[config.mk]
export PLATFORM = sky130hd
export DESIGN_NAME = itc_fifo_cell
export DESIGN_NICKNAME = d
export VERILOG_FILES = /design/src/rtl/itc_cell_pkg.sv /design/src/rtl/itc_cell_store.sv /design/src/rtl/itc_cell_waitset.sv /design/src/rtl/itc_cell_ctrl.sv /design/src/rtl/itc_fifo_cell.sv
export SDC_FILE = /design/constraint.sdc
export NUM_CORES = 1
export LEC_CHECK = 0
export BUFFER_PORTS_ARGS = -buffer_cell sky130_fd_sc_hd__buf_2
export CORE_MARGIN = 8
export CORE_UTILIZATION = 30
export CTS_BUF_LIST = sky130_fd_sc_hd__clkbuf_8
export CTS_CLUSTER_DIAMETER = 120
export DETAILED_ROUTE_END_ITERATION = 16
export PLACE_DENSITY = 0.44
export SLEW_MARGIN = 20
export SYNTH_ARGS = -nofsm -noshare
export SYNTH_HDL_FRONTEND = slang
export SYNTH_SLANG_ARGS = --single-unit
export TNS_END_PERCENT = 10
[constraint.sdc]
create_clock -name clk_i -period 6.9 [get_ports clk_i]
set_clock_uncertainty 0.1 [all_clocks]
set_input_delay 0.345 -clock clk_i [delete_from_list [all_inputs] [get_ports clk_i]]
set_output_delay 0.345 -clock clk_i [all_outputs]
set_load 0.1 [all_outputs]
[src/rtl/itc_cell_pkg.sv]
package itc_cell_pkg;
   // view codes carried on req_view_i
   localparam logic [2:0] VIEW_RAW     = 3'd0;
   localparam logic [2:0] VIEW_TAG     = 3'd1;
   localparam logic [2:0] VIEW_EF_WAIT = 3'd2;
   localparam logic [2:0] VIEW_EF_POLL = 3'd3;

   // tag word layout
   localparam int TAG_DEPTH_LSB = 28;
   localparam int TAG_DEPTH_W   = 4;
   localparam int TAG_CNT_LSB   = 18;
   localparam int TAG_CNT_MAXW  = 10;
   localparam int TAG_FIFO_BIT  = 17;
   localparam int TAG_TRAP_BIT  = 16;
   localparam int TAG_FULL_BIT  = 1;
   localparam int TAG_EMPTY_BIT = 0;

   typedef struct packed {
      logic trap;
      logic full;
      logic empty;
   } cell_flags_t;
endpackage

[src/rtl/itc_cell_store.sv]
module itc_cell_store #(
   parameter int DATA_W = 64,
   parameter int DEPTH  = 8,
   localparam int PTR_W = $clog2(DEPTH)
) (
   input  logic              clk_i,
   input  logic              rst_ni,
   input  logic              we_i,
   input  logic [PTR_W-1:0]  waddr_i,
   input  logic [DATA_W-1:0] wdata_i,
   input  logic [PTR_W-1:0]  raddr_i,
   output logic [DATA_W-1:0] rdata_o
);
   logic [DATA_W-1:0] mem_q [DEPTH];

   for (genvar e = 0; e < DEPTH; e++) begin : g_entry
      always_ff @(posedge clk_i or negedge rst_ni) begin
         if (!rst_ni) begin
            mem_q[e] <= '0;
         end else if (we_i && (waddr_i == PTR_W'(e))) begin
            mem_q[e] <= wdata_i;
         end
      end
   end

   assign rdata_o = mem_q[raddr_i];
endmodule

[src/rtl/itc_cell_waitset.sv]
module itc_cell_waitset #(
   parameter int ID_W  = 6,
   localparam int NREQ = 1 << ID_W
) (
   input  logic            clk_i,
   input  logic            rst_ni,
   input  logic            block_i,
   input  logic [ID_W-1:0] id_i,
   input  logic            wake_i,
   output logic [NREQ-1:0] wake_o
);
   logic [NREQ-1:0] set_q;

   always_ff @(posedge clk_i or negedge rst_ni) begin
      if (!rst_ni) begin
         set_q  <= '0;
         wake_o <= '0;
      end else begin
         wake_o <= '0;
         if (block_i) begin
            set_q[id_i] <= 1'b1;
         end else if (wake_i) begin
            wake_o <= set_q;
            set_q  <= '0;
         end
      end
   end
endmodule

[src/rtl/itc_cell_ctrl.sv]
module itc_cell_ctrl
   import itc_cell_pkg::*;
#(
   parameter int DATA_W = 64,
   parameter int DEPTH  = 8,
   localparam int PTR_W = $clog2(DEPTH),
   localparam int CNT_W = PTR_W + 1
) (
   input  logic              clk_i,
   input  logic              rst_ni,
   input  logic              req_i,
   input  logic              we_i,
   input  logic [2:0]        view_i,
   input  cell_flags_t       ctl_flags_i,
   input  logic [DATA_W-1:0] st_rdata_i,
   output logic              st_we_o,
   output logic [PTR_W-1:0]  st_waddr_o,
   output logic [PTR_W-1:0]  st_raddr_o,
   output logic [DATA_W-1:0] rd_val_o,
   output logic              blk_o,
   output logic              wake_o,
   output logic [CNT_W-1:0]  cnt_o
);
   localparam logic [CNT_W-1:0] CNT_FULL = CNT_W'(DEPTH);

   logic [PTR_W-1:0] out_q, out_d;
   logic [CNT_W-1:0] cnt_q, cnt_d;
   cell_flags_t      flg_q, flg_d;
   logic [PTR_W-1:0] tail, newest;
   logic [DATA_W-1:0] tag_word;
   logic             waiting;

   assign tail       = out_q + cnt_q[PTR_W-1:0];
   assign newest     = tail - PTR_W'(1);
   assign st_raddr_o = out_q;
   assign cnt_o      = cnt_q;
   assign waiting    = (view_i == VIEW_EF_WAIT);

   always_comb begin
      tag_word = '0;
      tag_word[TAG_DEPTH_LSB +: TAG_DEPTH_W] = TAG_DEPTH_W'(PTR_W);
      tag_word[TAG_CNT_LSB +: CNT_W]         = cnt_q;
      tag_word[TAG_FIFO_BIT]                 = 1'b1;
      tag_word[TAG_TRAP_BIT]                 = flg_q.trap;
      tag_word[TAG_FULL_BIT]                 = flg_q.full;
      tag_word[TAG_EMPTY_BIT]                = flg_q.empty;
   end

   always_comb begin
      out_d      = out_q;
      cnt_d      = cnt_q;
      flg_d      = flg_q;
      st_we_o    = 1'b0;
      st_waddr_o = tail;
      rd_val_o   = '0;
      blk_o      = 1'b0;
      wake_o     = 1'b0;
      if (req_i) begin
         case (view_i)
            VIEW_RAW: begin
               if (!we_i) begin
                  rd_val_o = st_rdata_i;
               end else if (cnt_q != '0) begin
                  st_we_o    = 1'b1;
                  st_waddr_o = newest;
               end
            end
            VIEW_TAG: begin
               if (!we_i) begin
                  rd_val_o = tag_word;
               end else begin
                  flg_d = ctl_flags_i;
                  if (ctl_flags_i.empty) cnt_d = '0;
               end
            end
            VIEW_EF_WAIT, VIEW_EF_POLL: begin
               if (we_i) begin
                  flg_d.empty = 1'b0;
                  if (waiting && flg_q.full) begin
                     blk_o = 1'b1;
                  end else begin
                     wake_o = 1'b1;
                     if (cnt_q != CNT_FULL) begin
                        st_we_o = 1'b1;
                        cnt_d   = cnt_q + CNT_W'(1);
                     end
                     if (cnt_d == CNT_FULL) flg_d.full = 1'b1;
                  end
               end else begin
                  flg_d.full = 1'b0;
                  if (waiting && flg_q.empty) begin
                     blk_o = 1'b1;
                  end else begin
                     wake_o = 1'b1;
                     if (cnt_q != '0) begin
                        rd_val_o = st_rdata_i;
                        out_d    = out_q + PTR_W'(1);
                        cnt_d    = cnt_q - CNT_W'(1);
                     end
                     if (cnt_d == '0) flg_d.empty = 1'b1;
                  end
               end
            end
            default: ;
         endcase
      end
   end

   always_ff @(posedge clk_i or negedge rst_ni) begin
      if (!rst_ni) begin
         out_q <= '0;
         cnt_q <= '0;
         flg_q <= '{trap: 1'b0, full: 1'b0, empty: 1'b1};
      end else begin
         out_q <= out_d;
         cnt_q <= cnt_d;
         flg_q <= flg_d;
      end
   end
endmodule

[src/rtl/itc_fifo_cell.sv]
module itc_fifo_cell
   import itc_cell_pkg::*;
#(
   parameter int DATA_W = 64,
   parameter int DEPTH  = 8,
   parameter int ID_W   = 6,
   localparam int PTR_W = $clog2(DEPTH),
   localparam int CNT_W = PTR_W + 1,
   localparam int NREQ  = 1 << ID_W
) (
   input  logic              clk_i,
   input  logic              rst_ni,
   input  logic              req_i,
   input  logic              req_we_i,
   input  logic [2:0]        req_view_i,
   input  logic [ID_W-1:0]   req_id_i,
   input  logic [DATA_W-1:0] req_wdata_i,
   output logic              rsp_valid_o,
   output logic              rsp_block_o,
   output logic [DATA_W-1:0] rsp_rdata_o,
   output logic [NREQ-1:0]   wake_o
);
   if (DEPTH < 2 || (DEPTH & (DEPTH - 1)) != 0) begin : g_bad_depth
      $error("DEPTH must be a power of two and at least 2");
   end
   if (CNT_W > TAG_CNT_MAXW || PTR_W >= (1 << TAG_DEPTH_W)) begin : g_bad_tag
      $error("DEPTH does not fit the tag fields");
   end
   if (DATA_W < TAG_DEPTH_LSB + TAG_DEPTH_W) begin : g_bad_width
      $error("DATA_W too narrow for the tag word");
   end
   if (ID_W < 1 || ID_W > 8) begin : g_bad_id
      $error("ID_W out of range");
   end

   logic              st_we;
   logic [PTR_W-1:0]  st_waddr, st_raddr;
   logic [DATA_W-1:0] st_rdata, rd_val;
   logic              blk, wake_go;
   logic [CNT_W-1:0]  cell_cnt;
   cell_flags_t       ctl_flags;

   assign ctl_flags = '{trap:  req_wdata_i[TAG_TRAP_BIT],
                        full:  req_wdata_i[TAG_FULL_BIT],
                        empty: req_wdata_i[TAG_EMPTY_BIT]};

   itc_cell_ctrl #(.DATA_W(DATA_W), .DEPTH(DEPTH)) i_ctrl (
      .clk_i       (clk_i),
      .rst_ni      (rst_ni),
      .req_i       (req_i),
      .we_i        (req_we_i),
      .view_i      (req_view_i),
      .ctl_flags_i (ctl_flags),
      .st_rdata_i  (st_rdata),
      .st_we_o     (st_we),
      .st_waddr_o  (st_waddr),
      .st_raddr_o  (st_raddr),
      .rd_val_o    (rd_val),
      .blk_o       (blk),
      .wake_o      (wake_go),
      .cnt_o       (cell_cnt)
   );

   itc_cell_store #(.DATA_W(DATA_W), .DEPTH(DEPTH)) i_store (
      .clk_i   (clk_i),
      .rst_ni  (rst_ni),
      .we_i    (st_we),
      .waddr_i (st_waddr),
      .wdata_i (req_wdata_i),
      .raddr_i (st_raddr),
      .rdata_o (st_rdata)
   );

   itc_cell_waitset #(.ID_W(ID_W)) i_waitset (
      .clk_i   (clk_i),
      .rst_ni  (rst_ni),
      .block_i (blk),
      .id_i    (req_id_i),
      .wake_i  (wake_go),
      .wake_o  (wake_o)
   );

   always_ff @(posedge clk_i or negedge rst_ni) begin
      if (!rst_ni) begin
         rsp_valid_o <= 1'b0;
         rsp_block_o <= 1'b0;
         rsp_rdata_o <= '0;
      end else begin
         rsp_valid_o <= req_i;
         rsp_block_o <= blk;
         rsp_rdata_o <= rd_val;
      end
   end
endmodule

=== Yosys cells after proc, flatten, opt, wreduce, memory -nomap -nowiden ===
Index checks and enable logic that the tools add are counted.

* Register bits after elaboration: 716
* Bits of input ports: 77
* Output and inout bits: 130
* Logic and storage cells: 131

* Add/sub/neg operators: 5
* $lt $le $gt $ge: 3
* Equal/unequal tests: 18
* Mux-type cells: 60
* Bitwise gates (word level): 4
* Reduce and logical (&&, ||, !) cells: 23

{| class="wikitable"
|+ Operator list
! kind !! count
|-
| 64-bit two-way mux || 11
|-
| 64-bit binary-select mux with 3-bit select || 1
|-
| 64-bit case mux with 3 select lines || 1
|-
| 64-bit bitwise OR || 1
|-
| 4-bit two-way mux || 15
|-
| 30-bit two-way mux || 1
|-
| 1-bit two-way mux || 21
|-
| 5-bit AND reduction || 3
|-
| 3-bit by 2-bit == test with 1-bit output (second input constant) || 4
|-
| 3-bit == test (second input constant) || 4
|-
| 3-bit two-way mux || 4
|-
| 1-bit logical AND || 11
|-
| 4-bit case mux with 2 select lines || 1
|-
| 6-bit by 7-bit < comparator with 1-bit output (second input constant) || 1
|-
| 1-bit demux with 6-bit select || 1
|-
| 3-bit by 1-bit == test with 1-bit output (second input constant) || 2
|-
| 6-bit by 1-bit greater-or-equal comparator with 1-bit output (second input constant) || 1
|-
| 3-bit zero test || 2
|-
| 3-bit by 2-bit inequality test with 1-bit output (second input constant) || 2
|-
| 3-bit inequality test (second input constant) || 2
|-
| 6-bit AND reduction || 1
|-
| 4-bit by 1-bit adder with 4-bit output (second input constant) || 1
|-
| 4-bit == test (second input constant) || 1
|-
| 4-bit greater-or-equal comparator (second input constant) || 1
|-
| other kinds (16) || 20
|}

=== Logic depth before layout (Yosys ltp) ===
Gate-level depths: netlist (run 1).

* Depth after elaboration: 11
* Depth in mapped cells: 12
* Depth with buffers taken out: 9

=== By module ===
Synthesis (run 1) repeated with hierarchy kept, for this count alone.

* Cell total of the unflattened synthesis: 1893
* Area, all modules: 30583.1 um2

{| class="wikitable"
|+ By module, submodules not included
! module !! times used !! cells each !! area an instance (um2) !! sequential area each (um2)
|-
| itc_cell_store || 1 || 1314 || 22779.3 || 12812.3
|-
| itc_cell_waitset || 1 || 312 || 4589.4 || 3203.1
|-
| itc_fifo_cell || 1 || 66 || 1651.6 || 1651.6
|-
| itc_cell_ctrl || 1 || 201 || 1562.7 || 251.5
|}

=== Least setup slack after synthesis (run 1) ===
No wires, ideal clock.

* Path type: register to register
* Start: register i_ctrl.out_q[1], in the netlist i_ctrl.st_raddr_o[1]
* End: register i_store.mem_q[192] (netlist bit)
* Setup time: 0.125 ns
* Arrival time: 3.503 ns
* Required time: 6.675 ns
* Slack: 3.171 ns
* Stages on the path, launching flop included: 13
* Path buffers: 4
* Clock period less this slack: 3.729 ns
* Path through: dfrtp_1 clkbuf_1 clkbuf_1 inv_1 fa_1 ha_1 nor3b_1 a31oi_1 or4b_4 buf_6 nor2_8 buf_12 mux2_4

* Longest elaborated chain between the ends: 8

{| class="wikitable"
|+ RTL lines
! what !! RTL line !! source
|-
| start, declared || itc_cell_ctrl.sv:26 || <nowiki>logic [PTR_W-1:0] out_q, out_d;</nowiki>
|-
| start signal, assigned || itc_cell_ctrl.sv:115 || <nowiki>out_q <= out_d;</nowiki>
|-
| 3-bit adder * || itc_cell_ctrl.sv:33 || <nowiki>assign tail = out_q + cnt_q[PTR_W-1:0];</nowiki>
|-
| 3-bit by 1-bit subtractor with 3-bit output || itc_cell_ctrl.sv:34 || <nowiki>assign newest = tail - PTR_W'(1);</nowiki>
|-
| 3-bit two-way mux || itc_cell_ctrl.sv:63 || <nowiki>end else if (cnt_q != '0) begin</nowiki>
|-
| 3-bit two-way mux || itc_cell_ctrl.sv:61 || <nowiki>if (!we_i) begin</nowiki>
|-
| 3-bit two-way mux || itc_cell_ctrl.sv:59 || <nowiki>case (view_i)</nowiki>
|-
| 3-bit two-way mux * || itc_cell_ctrl.sv:58 || <nowiki>if (req_i) begin</nowiki>
|-
| 3-bit == test * || itc_cell_store.sv:20 || <nowiki>end else if (we_i && (waddr_i == PTR_W'(e))) begin</nowiki>
|-
| 1-bit logical AND * || itc_cell_store.sv:20 ||
|-
| end signal, assigned by index || itc_cell_store.sv:21 || <nowiki>mem_q[e] <= wdata_i;</nowiki>
|-
| end, declared || itc_cell_store.sv:14 || <nowiki>logic [DATA_W-1:0] mem_q [DEPTH];</nowiki>
|}

Every way passes the cells marked *; elsewhere a longest branch is shown, timed or not.
A chain may end at the register's enable or synchronous reset.

=== Final worst setup path (run 1) ===
* Start: register i_ctrl.out_q[0], in the netlist i_ctrl.st_raddr_o[0]
* End: register i_store.mem_q[154] (netlist bit)

Same word-level chain as after synthesis.

==> run metrics, run 1 <==
delay-heaviest family, CP simple AND/OR/NAND/NOR gates; vias in the first global route 19,768; worst path required time 7.46 ns; max-slew violations 0; CTS tree done; Post-CTS Setup Inserts 0; Worst path slowest cell nor2_8; final worst path period need 4.70 ns; Synth Register Bits 716; YS warnings 0; pre-CTS WS 2.12 ns; Max-Cap Viols 0; routability congestion estimate 0.751; htree depth 4; DRC Markers 0; fin crit share 68.1%; # setup viols final 0; Clock power frac 27.6%; Slew @ Worst Pin 1.03 ns; critical path peak fanout 32; critical path startpoint category flop; post-synth cell types 53; post-layout worst setup margin 2.20 ns; core footprint 102,000 sq um; GRT overflow 0; first-pass GRT wire length 125 mm; slowest stage delay, CP 0.85 ns; syn avg cell area 16.0 sq um; TritonRoute pass-1 iters 5; status finished clean; Post-synth top cells dfrtp_1 (715), mux2_2 (334), mux2_4 (180), nor2_1 (134), mux4_2 (128); hpwl dp 49.1 mm; most numerous cell in the Yosys netlist dfrtp_1; area grow syn2layout 18.9%; ratio of cells with drive above 1 in the final layout 45.7%; Port Buffers 206; post-synthesis async set-or-reset flop share 100%; nature of the critical path endpoint flop; Psw 4.36 mW; sw frac 30.1%; Setup CP Type flop to flop; crit-path most repeated cell ha_1; final WL 80.4 mm; Mapped Area 30,900 sq um; Longest Clk Path Bufs 3; final hold vios 0; Fillers 9,780; fin util 36.0%; Clock transition at path regs 0.06 ns; CP Data Arrival Time 5.26 ns; Clock Latency Late Sink 0.78 ns; CP cell instances ha_1 -> inv_1 -> fa_1 -> ha_1 -> nor3b_1 -> a31oi_1 -> or4b_4 -> nor2_8 -> buf_4 -> mux2_4; Vias per Instance 4.65; Max-Slew Margin vs Limit 31.1%; Internal 10.1 mW; CTS Buf Count 136; Leak 17.4 nW; clock sinks 716; root buffer cell clkbuf_8; wire per inst 21.4 microns; Iteration-0 DRC Markers 841; aggregate global-route resource usage 14.3%; vias after detailed routing 17,444; Reg power frac 43.3%; nets@finish 2,367; initial antenna violation count 12; Comb power frac 29.2%; Initial Util 30.3%; largest net degree at the start of global routing 190; WP buf/inv 2; leading area contributor after synthesis dfrtp_1; Worst VDD drop 166 uV; Die Width 337 microns; Peak Freq 213 MHz; Rows 117; type of the worst min-delay path primary input to async pin; syn nets 2,018; Synth top area share 57.9%; IO Pins 207; setup TNS 0 ns; Synth area leaders dfrtp_1 (58%), mux2_2 (12%), mux4_2 (9.3%); PD cells 394 nW/um^2; synthesized instance count 1,935; EDFF count, synth 0; Seq/Total Area, Yosys 58.0%; post-route ant nets 0; unrepaired setup endpoints after global routing no; Primary FF master, synth dfrtp_1; Die H 337 microns; die area 114,000 sq um
[final cells by class]
cell class                 instances  area [sq um]  area share (%)
clock buffer                     160          2200            6.00
timing repair buffer             329          2260            6.15
tap                             1368          1710            4.66
multi-input combinational       1093         12200            33.1
sequential                       716         17900            48.8
antenna                            7          17.5          0.0477
clock inverter                    74           410            1.12
inverter                           8          30.0          0.0818
[path summary, 6_finish.rpt]
check	start	endpoint	slack, ns	depth (start not counted)
max	i_ctrl.st_raddr_o[0]$_DFFE_PN0P_	i_store.mem_q[154]$_DFFE_PN0P_	2.20	10
min	rst_ni	i_waitset.set_q[55]$_DFFE_PN0P_	0.1	2
max reg2reg	i_ctrl.st_raddr_o[0]$_DFFE_PN0P_	i_store.mem_q[154]$_DFFE_PN0P_	2.20	10
min reg2reg	i_waitset.set_q[45]$_DFFE_PN0P_	i_waitset.wake_o[45]$_DFF_PN0_	0.38	1
max in group asynchronous	rst_ni	i_store.mem_q[382]$_DFFE_PN0P_	5.05	4
min in group clk_i	req_view_i[2]	i_ctrl.cnt_o[0]$_DFFE_PN0P_	0.12	5
[flip-flops by register name, indices dropped and copies added (netlist names)]
| register | cells |
|---|---|
| rsp_rdata_o | 64 |
| i_waitset.wake_o | 64 |
| rsp_block_o | 1 |
| i_ctrl.flg_q | 3 |
| i_ctrl.cnt_o | 4 |
| i_ctrl.st_raddr_o | 3 |
| i_waitset.set_q | 64 |
| rsp_valid_o | 1 |
| i_store.mem_q | 512 |
[metrics by stage]
stage | instance area, sq um | power, mW | std cells | hold slack, ns
after floorplan | 30900 | 9.48 | 1935 | -0.0506
after global routing | 36700 | 15.4 | 3751 | 0.0766
after detailed placement | 33200 | 10.6 | 3430 | 0.369
final | 36700 | 14.5 | 3755 | 0.0986
after global placement | 33200 | 10.5 | 3430 | 0.369
after CTS | 36600 | 14.8 | 3746 | 0.00407
[placed cells by master, fill, tap and decap left out, drive strengths merged, types with 7 or more instances in the layout]
cell type    synthesis  final
buf                 75    247
nand2b               7      7
mux4               128    128
nor2               142    142
dfrtp              715    715
clkinvlp             0      8
clkbuf              43    160
dlygate4sd3          0     82
diode                0      7
mux2i               67     67
nor3                 9      9
and2                65     65
o21ai               12     12
a21oi               70     70
nand2               15     15
mux2               515    515
inv                  8     68
[what timing repair did]
action	4_1_cts	5_1_grt
resized for setup	0	0
hold buffers	82	0
hold endpoints to repair	665	0
[worst register-to-register path: cells and delay by family, from the launching register on]
| family | cells | cell delay (ns) |
|---|---|---|
| adder cells (fa/ha/maj) | 3 | 1.00 |
| AO/OA/AOI/OAI | 1 | 0.15 |
| flip-flops | 1 | 0.77 |
| multiplexers | 1 | 0.33 |
| AND/OR/NAND/NOR | 3 | 1.77 |
| buffers and inverters | 2 | 0.47 |
[logic make-up (layout without fill, tap and decap cells)]
group | count (synthesis) | in the layout | share of synthesized area (%)
mux | 710 | 710 | 32.5
compound gates | 105 | 105 | 1.90
simple gates | 267 | 267 | 4.41
xor+xnor | 5 | 5 | 0.186
flops | 716 | 716 | 58.0
buf+inv | 126 | 571 | 2.80
fa+ha+maj | 6 | 6 | 0.267
other cells | 0 | 7 | 0
[routing by layer]
layer / GRT usage [%] / up-vias / part of all wire (%)
met5: 0 / - / 0.081
met4: 4.60 / 10 / 2.3
met3: 3.86 / 156 / 5.3
met2: 22.6 / 384 / 47
met1: 19.1 / 9191 / 46
li1: - / 7703 / -
[power groups by stage]
stage	logic (mW)	clock network, mW	registers (mW)
2_1_floorplan	3.32	0	6.16
3_3_place_gp	4.19	0	6.28
3_5_place_dp	4.27	0	6.33
4_1_cts	4.32	4.20	6.28
5_1_grt	4.58	4.38	6.45
6_report	4.22	3.99	6.27
Power figures use the tool's default switching activity.
==> inputs of run 2 (changes only) <==
Settings changed: PLACE_DENSITY 0.44 to 0.46.
Clock period 6.9 ns to 3.8 ns, I/O delays scaled along.
==> run 2 against run 1 <==
Against the previous run: critical path depth down 1; largest power group unchanged; maximum frequency increased by 30%; wire length increased by 2.8%; cell count grew 0.83%; die area stayed put; cell area is 2.1% higher; via count rose by 1.5%; setup slack got worse by 2.0 ns; non-clock buffer count grew 34; critical path type unchanged; largest cell class unchanged; core utilization rose by 0.74 points; first-iteration DRC count is 6.9% higher; combinational power increased by 90%.
==> run metrics, run 2 (same netlist as run 1, synthesis figures left out) <==
type of the worst min-delay path primary input to flop; aggregate global-route resource usage 14.6%; CP Data Arrival Time 4.17 ns; Setup CP Type flop to flop; clock sinks 716; Die H 337 microns; final WL 82.6 mm; nature of the critical path endpoint flop; TritonRoute pass-1 iters 4; final worst path period need 3.62 ns; fin util 36.7%; Fillers 9,728; Clock Latency Late Sink 0.78 ns; most frequent cells in the layout dfrtp_1 (711), mux2_2 (334), buf_2 (205), mux2_4 (180), clkbuf_8 (167); routability congestion estimate 0.761; root buffer cell clkbuf_8; Max-Cap Viols 0; Clock transition at path regs 0.06 ns; Initial Util 30.3%; die area 114,000 sq um; Port Buffers 206; unrepaired setup endpoints after global routing no; Rows 117; Worst VDD drop 347 uV; wire per inst 21.8 microns; fin crit share 95.3%; max FFs per register 512; Biggest register i_store.mem_q; Peak Freq 276 MHz; CTS Buf Count 134; post-route ant nets 0; vias in the first global route 19,934; max-slew violations 0; Vias per Instance 4.68; Longest Clk Path Bufs 3; PD cells 708 nW/um^2; worst path required time 4.35 ns; Leak 17.6 nW; leading cell type in the layout, fill and taps excluded dfrtp_1; critical path startpoint category flop; final hold vios 0; # setup viols final 0; hpwl dp 49.0 mm; largest net degree at the start of global routing 131; Cells after DPL 3,451; CTS tree done; Pwr Total 26.5 mW; setup TNS 0 ns; initial antenna violation count 11; IO Pins 207; nets@finish 2,399; DRC Markers 0; Iteration-0 DRC Markers 899; htree depth 4; Max-Slew Margin vs Limit 28.2%; Die Width 337 microns; GRT overflow 0; area grow syn2layout 21.3%; ratio of cells with drive above 1 in the final layout 46.8%; Slew @ Worst Pin 1.08 ns; critical path peak fanout 18; vias after detailed routing 17,712; status finished clean; first-pass GRT wire length 128 mm; final std cells w/o fill 3,786; core footprint 102,000 sq um
==> run 2: critical path: stages (launching register included) <==
cell	delay, ns
dfrtp_1	0.44
inv_1	0.17
fa_1	0.65
ha_1	0.17
nor3b_1	0.26
a31oi_1	0.15
or4b_4	0.67
nor2_8	0.27
buf_12	0.24
mux2_2	0.36
==> run 2: worst paths after layout <==
| check | from | endpoint | slack [ns] | depth (start not counted) |
|---|---|---|---|---|
| min in group asynchronous | rst_ni | i_store.mem_q[95]$_DFFE_PN0P_ | 0.44 | 3 |
| min reg2reg | i_waitset.set_q[43]$_DFFE_PN0P_ | i_waitset.set_q[43]$_DFFE_PN0P_ | 0.38 | 2 |
| max reg2reg | i_ctrl.cnt_o[1]$_DFFE_PN0P_ | i_store.mem_q[64]$_DFFE_PN0P_ | 0.18 | 9 |
| min | req_i | rsp_valid_o$_DFF_PN0_ | 0.12 | 2 |
| max in group asynchronous | rst_ni | i_store.mem_q[54]$_DFFE_PN0P_ | 2.23 | 4 |
| max | i_ctrl.cnt_o[1]$_DFFE_PN0P_ | i_store.mem_q[64]$_DFFE_PN0P_ | 0.18 | 9 |
==> run 2: where the power goes <==
part           switching (mW)  internal [mW]  leakage (nW)
Sequential               1.19           9.96          9.67
Clock                    3.34           4.04          1.52
Combinational            3.45           4.57          6.46
==> run 2: metrics by stage <==
step           cell area (sq um)  hold slack, ns  setup WS [ns]
6_report                   37500           0.118          0.178
5_1_grt                    37500          0.0649        0.00531
4_1_cts                    37300          0.0119         0.0832
3_5_place_dp               33800           0.233          0.109
3_3_place_gp               33700           0.222          0.116
2_1_floorplan              30900          -0.206         0.0715
==> run 2: repair_timing <==
item                       4_1_cts  5_1_grt
hold endpoints to repair      1081        0
gates resized for setup          0        3
setup endpoints to repair        0      166
buffers inserted                 0        2
hold buffers                    91        0
==> run 2: area by class of cell <==
type	instances	area (sq um)	area share [%]
well taps	1368	1710	4.57
clock buffers	167	2300	6.13
multi-input cells	1093	12200	32.5
clock inverters	63	353	0.941
repair buffers	363	2970	7.93
inverters	8	30.0	0.0801
flip-flops and latches	716	17900	47.8
diodes	8	20.0	0.0534
==> run 2: layer usage <==
metal | track usage (%) | share of wire, % | vias to the layer above
li1 | - | - | 7780
met1 | 19.8 | 46 | 9368
met2 | 23.2 | 47 | 415
met3 | 3.42 | 5.2 | 143
met4 | 4.48 | 2.2 | 6
met5 | 0 | 0.050 | -
==> inputs of run 3 (changes only) <==
Settings changed: SYNTH_HIERARCHICAL set to 1.
==> run 3 against run 2 <==
Against the previous run: die area fell by 0.98%; non-clock buffer count fell by 13; wire length fell by 3.2%; critical path depth did not move; via count fell by 0.17%; critical path type unchanged.
==> run metrics, run 3 <==
status finished clean; CP Data Arrival Time 3.94 ns; Port Buffers 206; largest net degree at the start of global routing 130; Mapped Area 30,600 sq um; CTS tree done; htree depth 4; root buffer cell clkbuf_8; type of the worst min-delay path primary input to flop; Synth Area in Adders 0.270%; leading area contributor after synthesis dfrtp_1; post-synthesis async set-or-reset flop share 100%; max-slew violations 0; final std cells w/o fill 3,703; TritonRoute pass-1 iters 5; EDFF count, synth 0; Setup CP Type flop to flop; Seq/Total Area, Yosys 58.6%; Post-CTS Hold Fix Bufs 87; worst path required time 4.33 ns; Primary FF master, synth dfrtp_1; clock sinks 716; Slew @ Worst Pin 1.01 ns; YS warnings 6; mux contribution to synthesized area 30.9%; hpwl dp 47.4 mm; Die Width 335 microns; Synth top area share 58.5%; Biggest register i_store/mem_q; Internal 17.8 mW; routability congestion estimate 0.756; Iteration-0 DRC Markers 723; Clock Latency Late Sink 0.76 ns; nature of the critical path endpoint flop; Compound-Gate Fraction of Synth Area 2.79%; Hold Path End i_store/mem_q[451]$_DFFE_PN0P_; fin util 36.3%; most numerous cell in the Yosys netlist dfrtp_1; # setup viols final 0; Psw 7.32 mW; fin crit share 89.8%; Reg power frac 43.0%; Cells after DPL 3,395; area grow syn2layout 20.4%; Clock transition at path regs 0.06 ns; critical path peak fanout 45; max FFs per register 512; Post-CTS Setup Inserts 0; CTS Buf Count 135; core footprint 101,000 sq um; GRT overflow 0; RR Startpoint i_ctrl/cnt_o[1]$_DFFE_PN0P_; PD cells 684 nW/um^2; DRC Markers 0; post-synth cell types 65; Reg2Reg Depth 9; Leak 17.5 nW; sw frac 29.1%; Clock power frac 28.4%; Comb power frac 28.5%; syn avg cell area 16.2 sq um; post_cts resized 0; Rows 117; most frequent cells in the layout dfrtp_1 (712), mux2_2 (580), buf_2 (205), clkbuf_8 (166), mux4_2 (128); ratio of cells with drive above 1 in the final layout 50.8%; Synth Register Bits 716; first-pass GRT wire length 125 mm; Vias per Instance 4.78; largest family of logic cells by synthesized area multiplexers; Worst VDD drop 551 uV; post-route ant nets 0; vias in the first global route 20,130; aggregate global-route resource usage 14.4%; vias after detailed routing 17,682; Longest Clk Path Bufs 3; Synth area leaders dfrtp_1 (59%), mux2_2 (21%), mux4_2 (9.4%); Die H 335 microns; unrepaired setup endpoints after global routing no; R2R Path End i_store/mem_q[367]$_DFFE_PN0P_; final worst path period need 3.41 ns; area of the multi-input gates 11,900 sq um; setup TNS 0 ns; WHS 0.212 ns; IO Pins 207; Post-synth top cells dfrtp_1 (715), mux2_2 (580), mux4_2 (128), and2_1 (119), buf_2 (71); syn nets 1,976; die area 112,000 sq um; Max-Slew Margin vs Limit 33.0%; Initial Util 30.1%; synthesized-area fraction occupied by and/or/nand/nor cells 4.71%; final hold vios 0; synthesized instance count 1,893; Peak Freq 293 MHz; wire per inst 21.6 microns; Fillers 9,674; HP Start req_wdata_i[3]; xor and xnor area share after synthesis 0.229%; leading cell type in the layout, fill and taps excluded dfrtp_1; critical path startpoint category flop; Seq. cell area 17,900 sq um; Max-Cap Viols 0; nets@finish 2,334; hold path cells 3; reg2reg setup slack 0.39 ns; final WL 79.9 mm; initial antenna violation count 7
run 3: cell count changes after synthesis, moves of 32 or more:
cell	change
mux2_2	+246
mux2_4	-180
nor2_1	-117
a21oi_1	-67
mux2i_1	-64
and2_1	+54
buf_2	+46
o2bb2ai_1	+32
run 3: how the worst max path moves through the flow:
| stage | from | end | depth (start not counted) |
|---|---|---|---|
| finish | i_ctrl/cnt_o[1]$_DFFE_PN0P_ | i_store/mem_q[367]$_DFFE_PN0P_ | 9 |
| global route | i_ctrl/cnt_o[1]$_DFFE_PN0P_ | i_store/mem_q[367]$_DFFE_PN0P_ | 9 |
| CTS | i_ctrl/cnt_o[1]$_DFFE_PN0P_ | i_store/mem_q[367]$_DFFE_PN0P_ | 9 |
| detailed placement | i_ctrl/cnt_o[1]$_DFFE_PN0P_ | i_store/mem_q[383]$_DFFE_PN0P_ | 9 |
| global placement | i_ctrl/cnt_o[1]$_DFFE_PN0P_ | i_store/mem_q[363]$_DFFE_PN0P_ | 9 |
| floorplan | i_ctrl/cnt_o[0]$_DFFE_PN0P_ | i_store/mem_q[195]$_DFFE_PN0P_ | 9 |
run 3: cells by family after synthesis:
family / Yosys count
and+or+nand+nor: 215
adders and majority gates: 6
DFF: 716
xor gates and xnor gates: 8
buffers and inverters: 136
muxes: 711
AOI/OAI and AO/OA: 101
run 3: area by class of cell:
cell class	instances	share of cell area, %
diodes	6	0.0408
clock inverters	49	0.710
well taps	1368	4.65
repair buffers	350	7.22
inverters	7	0.0714
multi-input cells	1041	32.4
clock buffers	166	6.21
flip-flops and latches	716	48.7
run 3: power groups by stage:
stage | sequential [mW] | combinational (mW) | clock [mW]
finish | 10.8 | 7.18 | 7.15
global route | 11.1 | 7.78 | 7.81
CTS | 10.8 | 7.36 | 7.49
detailed placement | 11.0 | 7.25 | 0
global placement | 10.8 | 7.10 | 0
floorplan | 10.9 | 5.41 | 0
run 3: layer usage:
layer  wire length (microns)  global-route usage, %  vias up
met5                      26                      0        -
met4                    1970                   4.55        4
met3                    3360                   3.22      141
met2                   38800                   23.8      337
met1                   35800                   18.7     9483
li1                        -                      -     7717
run 3: critical path: stages, from the launching register on:
cell,delay [ns]
dfrtp_1,0.46
inv_1,0.18
ha_1,0.29
nor3b_4,0.34
nor2_1,0.11
nand2_1,0.13
mux2i_1,0.55
and4bb_4,0.35
buf_12,0.34
mux2_2,0.38
run 3: through the flow:
| step | cell area [sq um] | power, mW | setup slack (ns) |
|---|---|---|---|
| 2_1_floorplan | 30600 | 16.3 | 0.417 |
| 3_3_place_gp | 33400 | 17.9 | 0.500 |
| 5_1_grt | 36800 | 26.7 | 0.221 |
| 3_5_place_dp | 33400 | 18.2 | 0.422 |
| 6_report | 36800 | 25.2 | 0.386 |
| 4_1_cts | 36800 | 25.7 | 0.385 |
